### src/rtl/tgram_pkg.sv
`timescale 1ns/1ps
package tgram_pkg;
  localparam int WORD_W = 32;

  typedef enum logic [1:0] {
    ST_IDLE      = 2'd0,
    ST_STORE     = 2'd1,
    ST_LOAD      = 2'd2,
    ST_LOAD_WAIT = 2'd3
  } ctl_state_t;
endpackage

### src/rtl/tgram_word_store.sv
`timescale 1ns/1ps
// Falling-edge access block: sole owner of the word array.
module tgram_word_store
  import tgram_pkg::*;
#(
  parameter int             DEPTH     = 32,
  parameter int             AW        = 16,
  parameter logic [AW-1:0]  BASE_ADDR = 16'h0400
) (
  input  logic              clk,
  input  logic              rst,
  input  logic              req_tgl,
  input  logic [AW-1:0]     addr,
  input  logic              we,
  input  logic [WORD_W-1:0] wdata,
  output logic              ack_tgl,
  output logic [WORD_W-1:0] rdata
);
  localparam int IDX_W = (DEPTH > 1) ? $clog2(DEPTH) : 1;

  logic [WORD_W-1:0] mem [DEPTH];
  logic [AW-1:0]     offs;
  logic [IDX_W-1:0]  widx;
  logic              pend;
  logic              unused_offs_bits;

  // strip the base, drop the two byte-lane bits
  assign offs             = addr - BASE_ADDR;
  assign widx             = offs[IDX_W+1:2];
  assign unused_offs_bits = ^{offs[AW-1:IDX_W+2], offs[1:0]};
  assign pend             = (req_tgl != ack_tgl);

  always_ff @(negedge clk) begin
    if (!rst && pend && we)
      mem[widx] <= wdata;
  end

  always_ff @(negedge clk) begin
    if (!rst && pend && !we)
      rdata <= mem[widx];
  end

  always_ff @(negedge clk) begin
    if (rst)       ack_tgl <= 1'b0;
    else if (pend) ack_tgl <= req_tgl;
  end
endmodule

### src/rtl/tgram_ctl_next.sv
`timescale 1ns/1ps
// Control half of the demonstration machine: next-state only.
module tgram_ctl_next
  import tgram_pkg::*;
(
  input  logic       clk,
  input  logic       rst,
  input  logic       start,
  input  logic       cnt_zero,
  input  logic       last,
  output ctl_state_t state
);
  ctl_state_t nxt;

  always_comb begin
    nxt = state;
    unique case (state)
      ST_IDLE:      if (start && !cnt_zero) nxt = ST_STORE;
      ST_STORE:     if (last) nxt = ST_LOAD;
      ST_LOAD:      nxt = ST_LOAD_WAIT;
      ST_LOAD_WAIT: nxt = last ? ST_IDLE : ST_LOAD;
      default:      nxt = ST_IDLE;
    endcase
  end

  always_ff @(posedge clk) begin
    if (rst) state <= ST_IDLE;
    else     state <= nxt;
  end
endmodule

### src/rtl/tgram_ctl_path.sv
`timescale 1ns/1ps
// Datapath half: indexed by the same state, drives the request lines.
module tgram_ctl_path
  import tgram_pkg::*;
#(
  parameter int             DEPTH     = 32,
  parameter int             AW        = 16,
  parameter logic [AW-1:0]  BASE_ADDR = 16'h0400,
  parameter int             CNT_W     = $clog2(DEPTH + 1)
) (
  input  logic              clk,
  input  logic              rst,
  input  ctl_state_t        state,
  input  logic              start,
  input  logic [WORD_W-1:0] base_val,
  input  logic [CNT_W-1:0]  cnt_eff,
  input  logic [WORD_W-1:0] rdata,
  output logic              last,
  output logic              req_tgl,
  output logic [AW-1:0]     addr,
  output logic              we,
  output logic [WORD_W-1:0] wdata,
  output logic              finish,
  output logic [WORD_W-1:0] result
);
  localparam int IDX_W = (DEPTH > 1) ? $clog2(DEPTH) : 1;

  logic [IDX_W-1:0]  idx;
  logic [CNT_W-1:0]  n_lat;
  logic [WORD_W-1:0] base_lat;
  logic [WORD_W-1:0] sum;

  assign last = (CNT_W'(idx) == n_lat - CNT_W'(1));

  always_ff @(posedge clk) begin
    if (rst) begin
      idx      <= '0;
      n_lat    <= '0;
      base_lat <= '0;
      sum      <= '0;
      req_tgl  <= 1'b0;
      addr     <= BASE_ADDR;
      we       <= 1'b0;
      wdata    <= '0;
      finish   <= 1'b0;
      result   <= '0;
    end else begin
      unique case (state)
        ST_IDLE: begin
          if (start) begin
            n_lat    <= cnt_eff;
            base_lat <= base_val;
            idx      <= '0;
            sum      <= '0;
            if (cnt_eff == '0) begin
              finish <= 1'b1;
              result <= '0;
            end else begin
              finish <= 1'b0;
            end
          end
        end
        ST_STORE: begin
          addr    <= BASE_ADDR + AW'({idx, 2'b00});
          we      <= 1'b1;
          wdata   <= base_lat + WORD_W'(idx);
          req_tgl <= ~req_tgl;
          idx     <= last ? '0 : idx + IDX_W'(1);
        end
        ST_LOAD: begin
          addr    <= BASE_ADDR + AW'({idx, 2'b00});
          we      <= 1'b0;
          req_tgl <= ~req_tgl;
        end
        ST_LOAD_WAIT: begin
          sum <= sum + rdata;
          if (last) begin
            finish <= 1'b1;
            result <= sum + rdata;
          end else begin
            idx <= idx + IDX_W'(1);
          end
        end
        default: ;
      endcase
    end
  end
endmodule

### src/rtl/toggle_ram_engine.sv
`timescale 1ns/1ps
module toggle_ram_engine
  import tgram_pkg::*;
#(
  parameter int             DEPTH     = 32,
  parameter int             AW        = 16,
  parameter logic [AW-1:0]  BASE_ADDR = 16'h0400,
  parameter int             CNT_W     = $clog2(DEPTH + 1)
) (
  input  logic              clk,
  input  logic              rst,
  input  logic              start,
  input  logic [WORD_W-1:0] base_val,
  input  logic [CNT_W-1:0]  count,
  output logic              finish,
  output logic [WORD_W-1:0] result
);
  localparam logic [CNT_W-1:0] DEPTH_C = CNT_W'(DEPTH);

  ctl_state_t        state;
  logic [CNT_W-1:0]  cnt_eff;
  logic              last;
  logic              req_tgl;
  logic              ack_tgl;
  logic [AW-1:0]     ram_addr;
  logic              ram_we;
  logic [WORD_W-1:0] ram_wdata;
  logic [WORD_W-1:0] ram_rdata;

  assign cnt_eff = (count > DEPTH_C) ? DEPTH_C : count;

  tgram_ctl_next u_next (
    .clk      (clk),
    .rst      (rst),
    .start    (start),
    .cnt_zero (cnt_eff == '0),
    .last     (last),
    .state    (state)
  );

  tgram_ctl_path #(
    .DEPTH(DEPTH), .AW(AW), .BASE_ADDR(BASE_ADDR), .CNT_W(CNT_W)
  ) u_path (
    .clk      (clk),
    .rst      (rst),
    .state    (state),
    .start    (start),
    .base_val (base_val),
    .cnt_eff  (cnt_eff),
    .rdata    (ram_rdata),
    .last     (last),
    .req_tgl  (req_tgl),
    .addr     (ram_addr),
    .we       (ram_we),
    .wdata    (ram_wdata),
    .finish   (finish),
    .result   (result)
  );

  tgram_word_store #(
    .DEPTH(DEPTH), .AW(AW), .BASE_ADDR(BASE_ADDR)
  ) u_ram (
    .clk     (clk),
    .rst     (rst),
    .req_tgl (req_tgl),
    .addr    (ram_addr),
    .we      (ram_we),
    .wdata   (ram_wdata),
    .ack_tgl (ack_tgl),
    .rdata   (ram_rdata)
  );
endmodule

### config.mk
export PLATFORM = sky130hd
export DESIGN_NAME = toggle_ram_engine
export DESIGN_NICKNAME = d
export VERILOG_FILES = /design/src/rtl/tgram_pkg.sv /design/src/rtl/tgram_word_store.sv /design/src/rtl/tgram_ctl_next.sv /design/src/rtl/tgram_ctl_path.sv /design/src/rtl/toggle_ram_engine.sv
export SDC_FILE = /design/constraint.sdc
export NUM_CORES = 2
export LEC_CHECK = 0
export ABC_CLOCK_PERIOD_IN_PS = 4600
export BUFFER_PORTS_ARGS = -buffer_cell sky130_fd_sc_hd__buf_2
export CAP_MARGIN = 20
export CORE_UTILIZATION = 38
export CTS_CLUSTER_DIAMETER = 80
export DETAILED_ROUTE_END_ITERATION = 10
export PLACE_DENSITY = 0.63
export SYNTH_ARGS = -nofsm -noshare
export SYNTH_HDL_FRONTEND = slang
export SYNTH_SLANG_ARGS = --single-unit
### constraint.sdc
create_clock -name clk -period 4.6 [get_ports clk]
set_input_delay 0.46 -clock clk [delete_from_list [all_inputs] [get_ports clk]]
set_output_delay 0.46 -clock clk [all_outputs]
set_load 0.03 [all_outputs]
==> tab_implementation.tex <==
\begin{tabular}{lr}
\hline
Metric & Value \\
\hline
\multicolumn{2}{l}{\textbf{Clocking}} \\
Sink Count & 1206 \\
Clock tree buffer depth & 3 \\
Clock tree from TritonCTS & built \\
H-tree Lvls & 3 \\
Clock buffers created by TritonCTS & 118 \\
Source-to-sink clock delay at the later pin of the worst-skew pair & 0.74 ns \\
Root Buffer & clkbuf\_16 \\
Post-CTS clock slew at the launch and capture registers of the worst setup and hold paths & 0.07 ns \\
\multicolumn{2}{l}{\textbf{Timing}} \\
Total negative slack for setup checks & -7.29 ns \\
Slew Viols, Final & 0 \\
Number of failing setup endpoints in the final timing report & 45 \\
Hold\_ws & 0.0547 ns \\
Unrepaired setup endpoints after global routing & true \\
Final Skew & 0.0571 ns \\
Total count of hold-check failures in the final report & 0 \\
Worst-case headroom to the max-slew limit & 30.1\% \\
Transition time at the pin with the least slew margin & 1.05 ns \\
Min setup slack post-route & -0.402 ns \\
\multicolumn{2}{l}{\textbf{Status}} \\
Result of the run & finished, violations left \\
Violations in the final reports & setup timing \\
\multicolumn{2}{l}{\textbf{Hold path}} \\
Number of cells on the worst hold path & 3 \\
Path class of the lowest-slack min-delay path & in -> reg \\
Min-delay src & count[3] \\
Hold Crit Endpoint & u\_path.n\_lat[3] \\
\multicolumn{2}{l}{\textbf{Power}} \\
Post-route total power & 31.2 mW \\
Worst vdd rail ir drop & 0.000338 V \\
Power Dens Cells & 500 nW/um\^{}2 \\
Lkg Pwr & 24.5 nW \\
\multicolumn{2}{l}{\textbf{Synthesis}} \\
Syn. warnings & 0 \\
Number of distinct standard cells referenced by the synthesized netlist & 66 \\
EDFF count, synth & 1056 \\
Syn Nets & 2694 \\
Cell area after synthesis & 47100 sq um \\
Sequential element share of the synthesized area & 73.7\% \\
Ys flop type & edfxtp\_1 \\
Asr flop ratio synth & 0\% \\
Synthesized area divided by synthesized cell count & 18.1 sq um \\
Number of register bits inferred by synthesis & 1206 \\
Count of mapped cells out of synthesis & 2609 \\
\multicolumn{2}{l}{\textbf{Placed design}} \\
Number of port buffers & 73 \\
DP HPWL & 78.8 mm \\
Placed Cells incl. Taps & 4451 \\
Placer's final routability congestion estimate & 0.851 \\
Cell area reported after detailed placement & 52500 sq um \\
\multicolumn{2}{l}{\textbf{Global routing}} \\
Wire length of the first global-routing pass & 198 mm \\
Maximum number of pins on one net before global-route repair & 80 \\
Via count of the first global-routing pass & 33029 \\
Total global-route track usage & 21.7\% \\
Remaining Overflow, GRT & 0 \\
Number of antenna violations at the first check in global routing & 9 \\
\multicolumn{2}{l}{\textbf{Worst setup path}} \\
CP endpoint kind & flop \\
Count of cells along the worst register-to-register path & 13 \\
Source of the worst register-to-register timing path & u\_ram.rdata[0] \\
Data required time of the worst path & 5.14 ns \\
Setup slack on the worst flop-to-flop path & -0.40 ns \\
Element type at the critical path start & flop \\
Worst Path Class, Setup & reg -> reg \\
Data arrival time of the critical path & 5.54 ns \\
Crit Reg-Reg Endpoint & u\_path.result[30] \\
Critical path origin & u\_ram.rdata[0] \\
Critical path fanouts, max & 3 \\
\multicolumn{2}{l}{\textbf{Routing}} \\
Via density per instance & 5.36 \\
Post-route ant nets & 0 \\
Number of design-rule violations left by the first detailed-router iteration & 4071 \\
Total number of vias & 31059 \\
Total DRC errors in the routed layout & 0 \\
WL/cell & 23.8 um \\
Routed wire length & 138 mm \\
First drt pass iteration count & 6 \\
\multicolumn{2}{l}{\textbf{Cells and area}} \\
Antenna diode count & 0 \\
Share of post-route cells with drive strength above 1 & 25.4\% \\
Net count reported at finish & 4160 \\
Design area & 62400 sq um \\
Cell Count, Final, Fillers Out & 5800 \\
Layout overhead on the synthesized area & 32.4\% \\
\multicolumn{2}{l}{\textbf{Floorplan}} \\
Number of rows in the core area & 128 \\
Vertical extent of the die & 354 um \\
Initial Util & 38.5\% \\
Die outline width & 354 um \\
Area of the die & 125000 sq um \\
Floorplan Core Area & 122000 sq um \\
I/O Pins & 74 \\
\multicolumn{2}{l}{\textbf{Run}} \\
Number of max-capacitance violations reported & 0 \\
\hline
\end{tabular}
## per-layer routing
layer  up-vias  GRT usage (%)  wire, um
li1      13459              -         -
met1     15570           26.9     52300
met2      1764           34.4     66800
met3       262           7.26     14700
met4         4           9.93      3900
met5         -              0        27
## kinds of logic after synthesis
kind of cell	after synthesis	share of synthesized area, %
flops	1206	73.7
simple gates	496	4.83
compound gates	367	5.28
mux	268	12.5
buf+inv	169	1.44
xor+xnor	59	1.10
fa+ha+maj	44	1.20
## cell type report
| cell class | count | area, sq um |
|---|---|---|
| clock inverter | 1152 | 5030 |
| sequential | 1206 | 34700 |
| timing repair buffer | 438 | 4580 |
| clock buffer | 125 | 3070 |
| multi-input combinational | 1234 | 12900 |
| tap | 1625 | 2030 |
| fill | 9998 | 60000 |
| inverter | 20 | 75.1 |
## cell usage after synthesis (all sizes together), types with 10 or more instances
cell	number	area, sq um
xor2	27	236
mux4	256	5770
xnor2	32	280
buf	44	208
nand4	46	288
clkbuf	104	390
nor2b	10	62.6
ha	42	526
a22oi	140	1050
a21o	11	82.6
and2	10	62.6
a211oi	26	215
o21ai	20	100
edfxtp	1056	31700
inv	21	78.8
a21oi	117	601
mux2i	12	120
nand3	25	125
nand3b	13	97.6
nor2	170	641
nand2	162	608
nor3	18	95.1
dfxtp	150	3000
## placed cells by master, fill, tap and decap left out, types with 10 or more instances in the layout
master         synthesis  layout
dfxtp_1              150     145
dlygate4sd3_1          0      32
a21o_1                11      11
nand4_1               46      46
clkbuf_16              0     124
edfxtp_1            1056    1056
buf_12                 0      85
o21ai_0               17      14
nand2_1              162     157
bufinv_16              0      18
a211oi_1              22      22
nor2_4                 0      34
a21oi_2                1      14
inv_6                  0      10
inv_1                 21    1094
buf_6                  3      27
mux4_2               256     256
clkinvlp_2             0      23
nor2_1               169     128
xor2_1                27      23
xnor2_1               32      28
a21oi_1              115      97
a22oi_1              140      89
nand3b_1              13      13
mux2i_1               12      12
ha_4                   0      11
nand3_1               25      21
a22oi_2                0      51
nor3_1                17      12
buf_4                  0     210
buf_2                 16      72
ha_1                  42      28
## where the power goes
| part | total (mW) | leakage (nW) | internal [mW] | switching [mW] |
|---|---|---|---|---|
| combinational | 3.91 | 5.88 | 1.56 | 2.35 |
| sequential | 13.4 | 10.9 | 13.1 | 0.325 |
| clock | 13.9 | 7.66 | 7.13 | 6.76 |
## worst max-delay path by stage
stage / endpoint / slack, ns
after floorplan: u_ram.mem[11][0] / -0.23
after global placement: u_path.result[28] / -0.51
after detailed placement: u_path.sum[30] / -0.53
after CTS: u_path.result[30] / -0.34
after global routing: u_path.sum[26] / -0.47
final: u_path.result[30] / -0.40
## sequential cells by signal (all words and copies together) (netlist names), 2 cells and up
register	cells
u_path.addr	5
u_path.n_lat	6
u_path.base_lat	32
u_ram.rdata	32
u_next.state	2
u_path.idx	5
u_path.result	32
u_path.sum	32
u_ram.mem	1024
u_path.wdata	32
## critical path, stage by stage, from the launching register on
cell and delay [ns]:
edfxtp_1 0.36, ha_2 0.19, inv_2 0.06, fa_2 0.21
nor2b_2 0.05, o2111ai_2 0.21, nand4_1 0.25, a211oi_4 0.38
a211oi_4 0.12, buf_4 0.17, o31ai_4 0.22, xnor2_2 0.14
a22oi_2 0.13, nor2_1 0.06
## repair_timing
action                                  4_1_cts  5_1_grt
endpoints found under the setup margin       80      114
buffers inserted                             25       13
gates resized for setup                      82      120
hold buffers                                 32        0
endpoints found under the hold margin        32        0
cloned                                        6        2
pin swaps                                    57       62
## per-stage QoR
stage          util, %  worst slack (ns)
2_1_floorplan        -            -0.233
3_3_place_gp      42.9            -0.507
3_5_place_dp      42.9            -0.529
4_1_cts           50.4            -0.345
5_1_grt           51.0            -0.467
6_report          51.0            -0.402
(Power assumes the default switching activity.)
